<file path="config.mk">
export PLATFORM = sky130hd
export DESIGN_NAME = lnk_tx_ctrl
export DESIGN_NICKNAME = d
export VERILOG_FILES = /design/src/rtl/lnk_tx_pkg.sv /design/src/rtl/lnk_tx_sampler.sv /design/src/rtl/lnk_tx_fsm.sv /design/src/rtl/lnk_tx_drive.sv /design/src/rtl/lnk_tx_ctrl.sv
export SDC_FILE = /design/constraint.sdc
export NUM_CORES = 1
export LEC_CHECK = 0
export ABC_AREA = 1
export BUFFER_PORTS_ARGS = -buffer_cell sky130_fd_sc_hd__buf_2
export CAP_MARGIN = 40
export CORE_UTILIZATION = 35
export CTS_BUF_LIST = sky130_fd_sc_hd__clkbuf_2 sky130_fd_sc_hd__clkbuf_4 sky130_fd_sc_hd__clkbuf_8
export CTS_CLUSTER_SIZE = 10
export DETAILED_ROUTE_END_ITERATION = 10
export GPL_TIMING_DRIVEN = 0
export HOLD_SLACK_MARGIN = 0.1
export PLACE_DENSITY_LB_ADDON = 0.2
export SETUP_SLACK_MARGIN = 0.1
export SYNTH_ARGS = -nofsm -noshare
export SYNTH_HDL_FRONTEND = slang
export SYNTH_SLANG_ARGS = --single-unit
</file>
<file path="constraint.sdc">
create_clock -name clk -period 0.9 [get_ports clk]
set_input_delay 0.045 -clock clk [delete_from_list [all_inputs] [get_ports clk]]
set_output_delay 0.045 -clock clk [all_outputs]
set_load 0.1 [all_outputs]
</file>
<file path="src/rtl/lnk_tx_pkg.sv">
package lnk_tx_pkg;
  localparam int CTL_W = 2;
  typedef logic [CTL_W-1:0] ctl_t;

  localparam ctl_t CTL_IDLE  = 2'b00;
  localparam ctl_t CTL_HOLD  = 2'b01;
  localparam ctl_t CTL_XMIT  = 2'b10;
  localparam ctl_t CTL_GRANT = 2'b11;

  typedef enum logic [2:0] {
    ST_IDLE,   // bus released, accepting a new start
    ST_REQ,    // request raised, waiting for grant
    ST_OWN,    // link owns bus: hold or streaming
    ST_LAST,   // last symbol is on the bus
    ST_MARK,   // end marker (hold or idle) on the bus
    ST_IDL2,   // trailing idle on the bus
    ST_WAITG   // released after hold marker, waiting regrant
  } st_e;
endpackage

</file>
<file path="src/rtl/lnk_tx_sampler.sv">
module lnk_tx_sampler
  import lnk_tx_pkg::*;
(
  input  logic clk,
  input  logic rst_n,
  input  ctl_t ctl_in,
  output logic grant_seen
);
  ctl_t ctl_r;

  always_ff @(posedge clk) begin
    if (!rst_n) ctl_r <= CTL_IDLE;
    else        ctl_r <= ctl_in;
  end

  assign grant_seen = (ctl_r == CTL_GRANT);
endmodule

</file>
<file path="src/rtl/lnk_tx_fsm.sv">
module lnk_tx_fsm
  import lnk_tx_pkg::*;
(
  input  logic clk,
  input  logic rst_n,
  input  logic tx_start,
  input  logic grant_seen,
  input  logic pkt_valid,
  input  logic pkt_last,
  input  logic pkt_more,
  output logic pkt_ready,
  output logic nxt_oe,
  output ctl_t nxt_ctl,
  output logic nxt_load,
  output logic nxt_req
);
  st_e  st_q, st_d;
  logic more_q, more_d;
  logic take;

  assign take = pkt_valid && pkt_ready;

  always_comb begin
    st_d      = st_q;
    more_d    = more_q;
    pkt_ready = 1'b0;
    nxt_oe    = 1'b0;
    nxt_ctl   = CTL_IDLE;
    nxt_load  = 1'b0;
    nxt_req   = 1'b0;
    unique case (st_q)
      ST_IDLE: begin
        if (tx_start) begin
          st_d    = ST_REQ;
          nxt_req = 1'b1;
        end
      end
      ST_REQ, ST_WAITG, ST_OWN: begin
        nxt_req = (st_q == ST_REQ) && !grant_seen;
        if (st_q == ST_OWN || grant_seen) begin
          pkt_ready = 1'b1;
          nxt_oe    = 1'b1;
          if (take) begin
            nxt_ctl  = CTL_XMIT;
            nxt_load = 1'b1;
            if (pkt_last) begin
              more_d = pkt_more;
              st_d   = ST_LAST;
            end else begin
              st_d   = ST_OWN;
            end
          end else begin
            nxt_ctl = CTL_HOLD;
            st_d    = ST_OWN;
          end
        end
      end
      ST_LAST: begin
        nxt_oe  = 1'b1;
        nxt_ctl = more_q ? CTL_HOLD : CTL_IDLE;
        st_d    = ST_MARK;
      end
      ST_MARK: begin
        nxt_oe  = 1'b1;
        nxt_ctl = CTL_IDLE;
        st_d    = ST_IDL2;
      end
      ST_IDL2: begin
        st_d = more_q ? ST_WAITG : ST_IDLE;
      end
      default: st_d = ST_IDLE;
    endcase
  end

  always_ff @(posedge clk) begin
    if (!rst_n) begin
      st_q   <= ST_IDLE;
      more_q <= 1'b0;
    end else begin
      st_q   <= st_d;
      more_q <= more_d;
    end
  end
endmodule

</file>
<file path="src/rtl/lnk_tx_drive.sv">
module lnk_tx_drive
  import lnk_tx_pkg::*;
#(
  parameter int DW = 8
) (
  input  logic          clk,
  input  logic          rst_n,
  input  logic          nxt_oe,
  input  ctl_t          nxt_ctl,
  input  logic          nxt_load,
  input  logic          nxt_req,
  input  logic [DW-1:0] pkt_data,
  output ctl_t          ctl_out,
  output logic          ctl_oe,
  output logic [DW-1:0] d_out,
  output logic          d_oe,
  output logic          phy_req
);
  always_ff @(posedge clk) begin
    if (!rst_n) begin
      ctl_out <= CTL_IDLE;
      ctl_oe  <= 1'b0;
      d_out   <= '0;
      d_oe    <= 1'b0;
      phy_req <= 1'b0;
    end else begin
      ctl_out <= nxt_ctl;
      ctl_oe  <= nxt_oe;
      d_out   <= nxt_load ? pkt_data : '0;
      d_oe    <= nxt_oe;
      phy_req <= nxt_req;
    end
  end
endmodule

</file>
<file path="src/rtl/lnk_tx_ctrl.sv">
module lnk_tx_ctrl
  import lnk_tx_pkg::*;
#(
  parameter int DW = 8
) (
  input  logic          clk,
  input  logic          rst_n,
  input  logic          tx_start,
  input  logic          pkt_valid,
  input  logic [DW-1:0] pkt_data,
  input  logic          pkt_last,
  input  logic          pkt_more,
  output logic          pkt_ready,
  output logic          phy_req,
  input  logic [1:0]    ctl_in,
  output logic [1:0]    ctl_out,
  output logic          ctl_oe,
  output logic [DW-1:0] d_out,
  output logic          d_oe
);
  logic grant_seen;
  logic nxt_oe, nxt_load, nxt_req;
  ctl_t nxt_ctl;

  lnk_tx_sampler u_smp (
    .clk(clk), .rst_n(rst_n), .ctl_in(ctl_in), .grant_seen(grant_seen)
  );

  lnk_tx_fsm u_fsm (
    .clk(clk), .rst_n(rst_n), .tx_start(tx_start), .grant_seen(grant_seen),
    .pkt_valid(pkt_valid), .pkt_last(pkt_last), .pkt_more(pkt_more),
    .pkt_ready(pkt_ready), .nxt_oe(nxt_oe), .nxt_ctl(nxt_ctl),
    .nxt_load(nxt_load), .nxt_req(nxt_req)
  );

  lnk_tx_drive #(.DW(DW)) u_drv (
    .clk(clk), .rst_n(rst_n), .nxt_oe(nxt_oe), .nxt_ctl(nxt_ctl),
    .nxt_load(nxt_load), .nxt_req(nxt_req), .pkt_data(pkt_data),
    .ctl_out(ctl_out), .ctl_oe(ctl_oe), .d_out(d_out), .d_oe(d_oe),
    .phy_req(phy_req)
  );
endmodule

</file>
=== Word level (Yosys, flattened, before mapping) ===
Index checks and enable logic that the tools add are counted.

* Flip-flop bits (word level): 18
* Bits of input ports: 16
* Output and inout bits: 14
* Word-level logic and storage cells: 44

* Equal/unequal tests: 9
* Mux-type cells: 18
* Reductions and logical operators: 10

{| class="wikitable"
|+ Operators by type and width
! cell !! number
|-
| $pmux 3 s5 || 1
|-
| $eq 3x3->1 const B || 3
|-
| $mux 1 || 9
|-
| $mux 3 || 3
|-
| $eq 3x2->1 const B || 2
|-
| $mux 2 || 2
|-
| $pmux 1 s2 || 2
|-
| $pmux 2 s2 || 1
|-
| $reduce_and 2->1 || 2
|-
| $reduce_and 4->1 || 1
|-
| $eq 3x1->1 const B || 1
|-
| $logic_not 3->1 || 1
|-
| $reduce_or 3->1 || 1
|-
| $eq 2x2->1 const B || 1
|-
| $logic_and 1x1->1 || 2
|-
| $ne 2x1->1 const B || 1
|-
| $ne 2x2->1 const B || 1
|-
| $reduce_or 2->1 || 1
|-
| $logic_not 1->1 || 1
|-
| $logic_or 1x1->1 || 1
|}

=== Depth between registers and ports, before layout ===
* Depth after elaboration: 9
* Gate-level depth with buffers: 7
* Gate-level depth less buffers: 7

=== Cells and area by module ===
A second synthesis with hierarchy kept.

* Cell total of the unflattened synthesis: 98
* Area total of the unflattened synthesis: 737.0 um^2

{| class="wikitable"
|+ By module, submodules not included
! module !! instances !! cells an instance !! area each (um^2) !! sequential area each (um^2)
|-
| lnk_tx_drive || 1 || 38 || 344.1 || 240.2
|-
| lnk_tx_fsm || 1 || 52 || 330.3 || 80.1
|-
| lnk_tx_sampler || 1 || 8 || 62.6 || 40.0
|}

=== Worst setup path before layout ===
OpenSTA, ideal clock, no wires.

* Path kind: flip-flop to flip-flop
* Start point: reg u_fsm.st_q[2]
* End point: reg u_drv.d_out[0]
* Library setup time: 0.067 ns
* Arrival time: 1.375 ns
* Setup slack: -0.542 ns
* Cell stages (with the launch flop): 8
* Path buffers: 0
* Clock period less this slack: 1.442 ns
* Path through: dfxtp_1 inv_2 nand3_1 nand2_1 nand2_2 inv_2 nand3_4 nor2_2

* Word-level cells in the longest chain between the ends: 9
* Elaborated cells between the ends (all ways): 12

{| class="wikitable"
|+ RTL lines
! what !! RTL line !! text
|-
| start, declared || lnk_tx_fsm.sv:17 || <nowiki>st_e st_q, st_d;</nowiki>
|-
| start signal, assigned || lnk_tx_fsm.sv:80 || <nowiki>st_q <= st_d;</nowiki>
|-
| $eq 3x2->1 || lnk_tx_fsm.sv:31, lnk_tx_fsm.sv:40 ||
|-
| $logic_or 1x1->1 || lnk_tx_fsm.sv:40 || <nowiki>if (st_q == ST_OWN || grant_seen) begin</nowiki>
|-
| $mux 1 || lnk_tx_fsm.sv:40 ||
|-
| $mux 1 (*) || lnk_tx_fsm.sv:31 || <nowiki>unique case (st_q)</nowiki>
|-
| named net pkt_ready || lnk_tx_ctrl.sv:13 || <nowiki>output logic pkt_ready,</nowiki>
|-
| $logic_and 1x1->1 (*) || lnk_tx_fsm.sv:21 || <nowiki>assign take = pkt_valid && pkt_ready;</nowiki>
|-
| $mux 1 (*) || lnk_tx_fsm.sv:43 || <nowiki>if (take) begin</nowiki>
|-
| $mux 1 (*) || lnk_tx_fsm.sv:40 ||
|-
| $mux 1 (*) || lnk_tx_fsm.sv:31 ||
|-
| $reduce_and 2->1 (no line) (*) || - ||
|-
| end signal, assigned || lnk_tx_drive.sv:29 || <nowiki>d_out <= nxt_load ? pkt_data : '0;</nowiki>
|-
| end, declared || lnk_tx_drive.sv:15 || <nowiki>output logic [DW-1:0] d_out,</nowiki>
|}

The timed path passes the listed nets; every way through them passes the cells marked *.
A chain may end at the register's enable or synchronous reset.

=== Worst setup path after layout ===
* Start point: reg u_fsm.st_q[2]
* End point: out pkt_ready

* Word-level cells in the longest chain between the ends: 4
* Elaborated cells between the ends (all ways): 7

{| class="wikitable"
|+ RTL lines
! what !! RTL line
|-
| $eq 3x2->1 || lnk_tx_fsm.sv:31, lnk_tx_fsm.sv:40
|-
| $logic_or 1x1->1 || lnk_tx_fsm.sv:40
|-
| $mux 1 || lnk_tx_fsm.sv:40
|-
| $mux 1 (*) || lnk_tx_fsm.sv:31
|-
| end, declared || lnk_tx_ctrl.sv:13
|}

Mark *: on every way between the ends. The rest lies on a longest branch, timed or not.

==> metrics.yaml <==
synth_area_leader_cell: "dfxtp_1"
synthCells: 85
core-area_mm2: 0.00178
cp_max_fo: 3
yosysWarnings: 0
syn-num-nets: 101
crit_top_cell: "nand2_4"
synth_edf_count: 0
placed_cell_area_um2: 931
grt_remaining_overflow: 0
htreeDepth: 1
fmax_mhz: 784
outcome: "complete, but fails checks"
relSlewSlack_pct: 83.8
io_pins: 30
crit_chain: "inv_6, nand3_4, nand2_4, nand2_4, inv_12, buf_16"
port_buffers: 29
nets: 162
dp_slack_ps: -328
reg2reg_depth: 9
first_pass_iters: 4
rows: 15
violations: "setup timing"
clockRootBuffer: "clkbuf_4"
setup_ws_ps: -376
die_area_mm2: 0.00216
p_int_mw: 1.79
grt_max_degree: 11
min_path_type: "in2reg"
die_w_um: 46.5
ant_nets: 0
drt-vias-per-instance: 4.51
min_path_cells: 3
clkPwrFrac_pct: 17.2
r2r_end: "u_fsm.more_q$_SDFFE_PN0P_"
ys.flop_type: "dfxtp_1"
pwr-share-seq_pct: 33.7
final_cell_area_mm2: 0.00149
grtUsageTotal_pct: 24.4
grt_pass1_vias: 763
drt-initial-drc-count: 7
slowest_delay_ps: 370
cts_tree: "yes"
die_h_um: 46.5
synth_commonest_cells: "dfxtp_1, inv_1, nand2_1"
whs_endpoint: "u_drv.ctl_out[1]$_SDFF_PN0_"
routed_wl_um: 2330
syn2layout_area_growth_pct: 116
synth_area_um2: 692
worst_pin_slew_ps: 243
combinationalPowerShare_pct: 49.1
vdd_drop_max_mv: 1.49
cts_hold_buf: 13
clock_latency_ps: 310
cpMaxStageDelayCell: "dfxtp_4"
ys_types: 17
startpoint: "u_fsm.st_q[2]$_SDFFE_PN0P_"
arrival_ps: 1230
start_util_pct: 38.8
cts_buffer_depth: 2
seq_area_frac_synth_pct: 52.1
ys_seq_elements: 18
cp-end-kind: "output pin"
synth_top_cell_area_share_pct: 52.1
layout-drive-gt1-share_pct: 60.0
fin_setup_tns_ps: -4640
hold_viol_final: 0
setup.worst_path.start_class: "flop"
cts.sinks: 18
critPathKind: "reg2out"
antenna_found_initial: 0
drc: 0
switching_share_pct: 40.4
fin_util_pct: 83.6
wl_per_cell_um: 13.7
drv_cap: 0
p_switching_mw: 1.21
power_mw: 3.00
dp_hpwl_um: 961
clock_skew_ps: 12.4
yosys-top-cells-area: "dfxtp_1, inv_1, nor2_2"
synthArstFlopShare_pct: 0
syn_area_per_cell_um2: 8.14
period_share_pct: 142
vias: 767
cts_buffers: 3
fin_crit_ps: 1280
place_congestion: 0.723
pwr_density_cell_mw_per_mm2: 2010
setup_violations: 19
drv_slew: 0
grt_setup_unrepaired: "true"
grt_pass1_wl_um: 3480
crit_required_ps: 850
r2r_start: "u_fsm.st_q[2]$_SDFFE_PN0P_"
cts.reportedPaths.clkPinSlew_ps: 110
r2r_slack_ps: -350
hold_path.startpoint: "pkt_valid"
yosysMostFrequentCell: "dfxtp_1"
leakagePower_nw: 0.700
diodes: 0
## layer usage
layer	global-route usage (%)	wire [um]	share of wire [%]	vias to the layer above
met5	0	0	0	-
met4	11.8	40	1.7	0
met3	4.31	71	3.0	7
met2	45.6	1250	53	30
met1	25.5	972	42	346
li1	-	-	-	384
## cells by family (layout without fill, tap and decap cells)
logic type	count (synthesis)	after routing	synth area share, %
buffers and inverters	22	81	12.5
AO/OA/AOI/OAI	7	7	5.97
flip-flops	18	18	52.1
AND/OR/NAND/NOR	38	39	29.5
## power by group through the flow
stage,Combinational [mW],Clock [mW],Sequential (mW)
after floorplan,0.528,0,1.20
after global placement,0.870,0,0.988
after detailed placement,0.875,0,0.990
after CTS,1.34,0.501,1.00
after global routing,1.56,0.557,1.02
final,1.47,0.516,1.01
## stage by stage
stage	cells	hold slack (ps)
after global placement	139	228
after detailed placement	139	235
final	170	66.7
after CTS	167	58.7
after floorplan	85	138
after global routing	170	76.3
## worst max-delay path by stage
stage                                endpoint  slack [ps]
floorplan           u_drv.d_out[0]$_SDFF_PN0_        -230
global placement                    pkt_ready        -330
detailed placement                  pkt_ready        -330
CTS                                 pkt_ready        -350
global route        u_fsm.more_q$_SDFFE_PN0P_        -430
finish                              pkt_ready        -380
## cell type report
cell class              instances  area, um^2
repair buffers                 56         606
flip-flops and latches         18         389
multi-input cells              46         328
fillers                        94         292
inverters                      21         101
clock buffers                   4        36.3
well taps                      25        31.3
## worst max-delay path, delay by kind of cell (launching register included)
kind                   cells  cell delay [ps]
AND/OR/NAND/NOR            3              250
flip-flops                 1              370
buffers and inverters      3              300
## state kept, by name (all words and copies together) (netlist names)
name	count
u_drv.d_oe	1
u_drv.d_out	8
u_fsm.more_q	1
u_drv.ctl_out	2
u_fsm.st_q	3
u_smp.ctl_r	2
u_drv.phy_req	1
## repair_timing
action                                  CTS  global route
resized for setup                        73             3
endpoints found under the hold margin    14             9
pin swaps                                 7             5
endpoints found under the setup margin   30            30
gates cloned                              1             0
buffers inserted                         11             3
## placed cells by master, fill, tap and decap left out, drive strengths merged
cell type    synthesis  layout
a21oi                4       4
a31oi                1       1
buf                  1      43
clkbuf               0       4
dfxtp               18      18
dlygate4sd3          0      13
inv                 21      21
nand2               14      14
nand3                7       8
nand4                4       4
nor2                13      13
o21ai                1       1
o22ai                1       1
(Power assumes the default switching activity.)
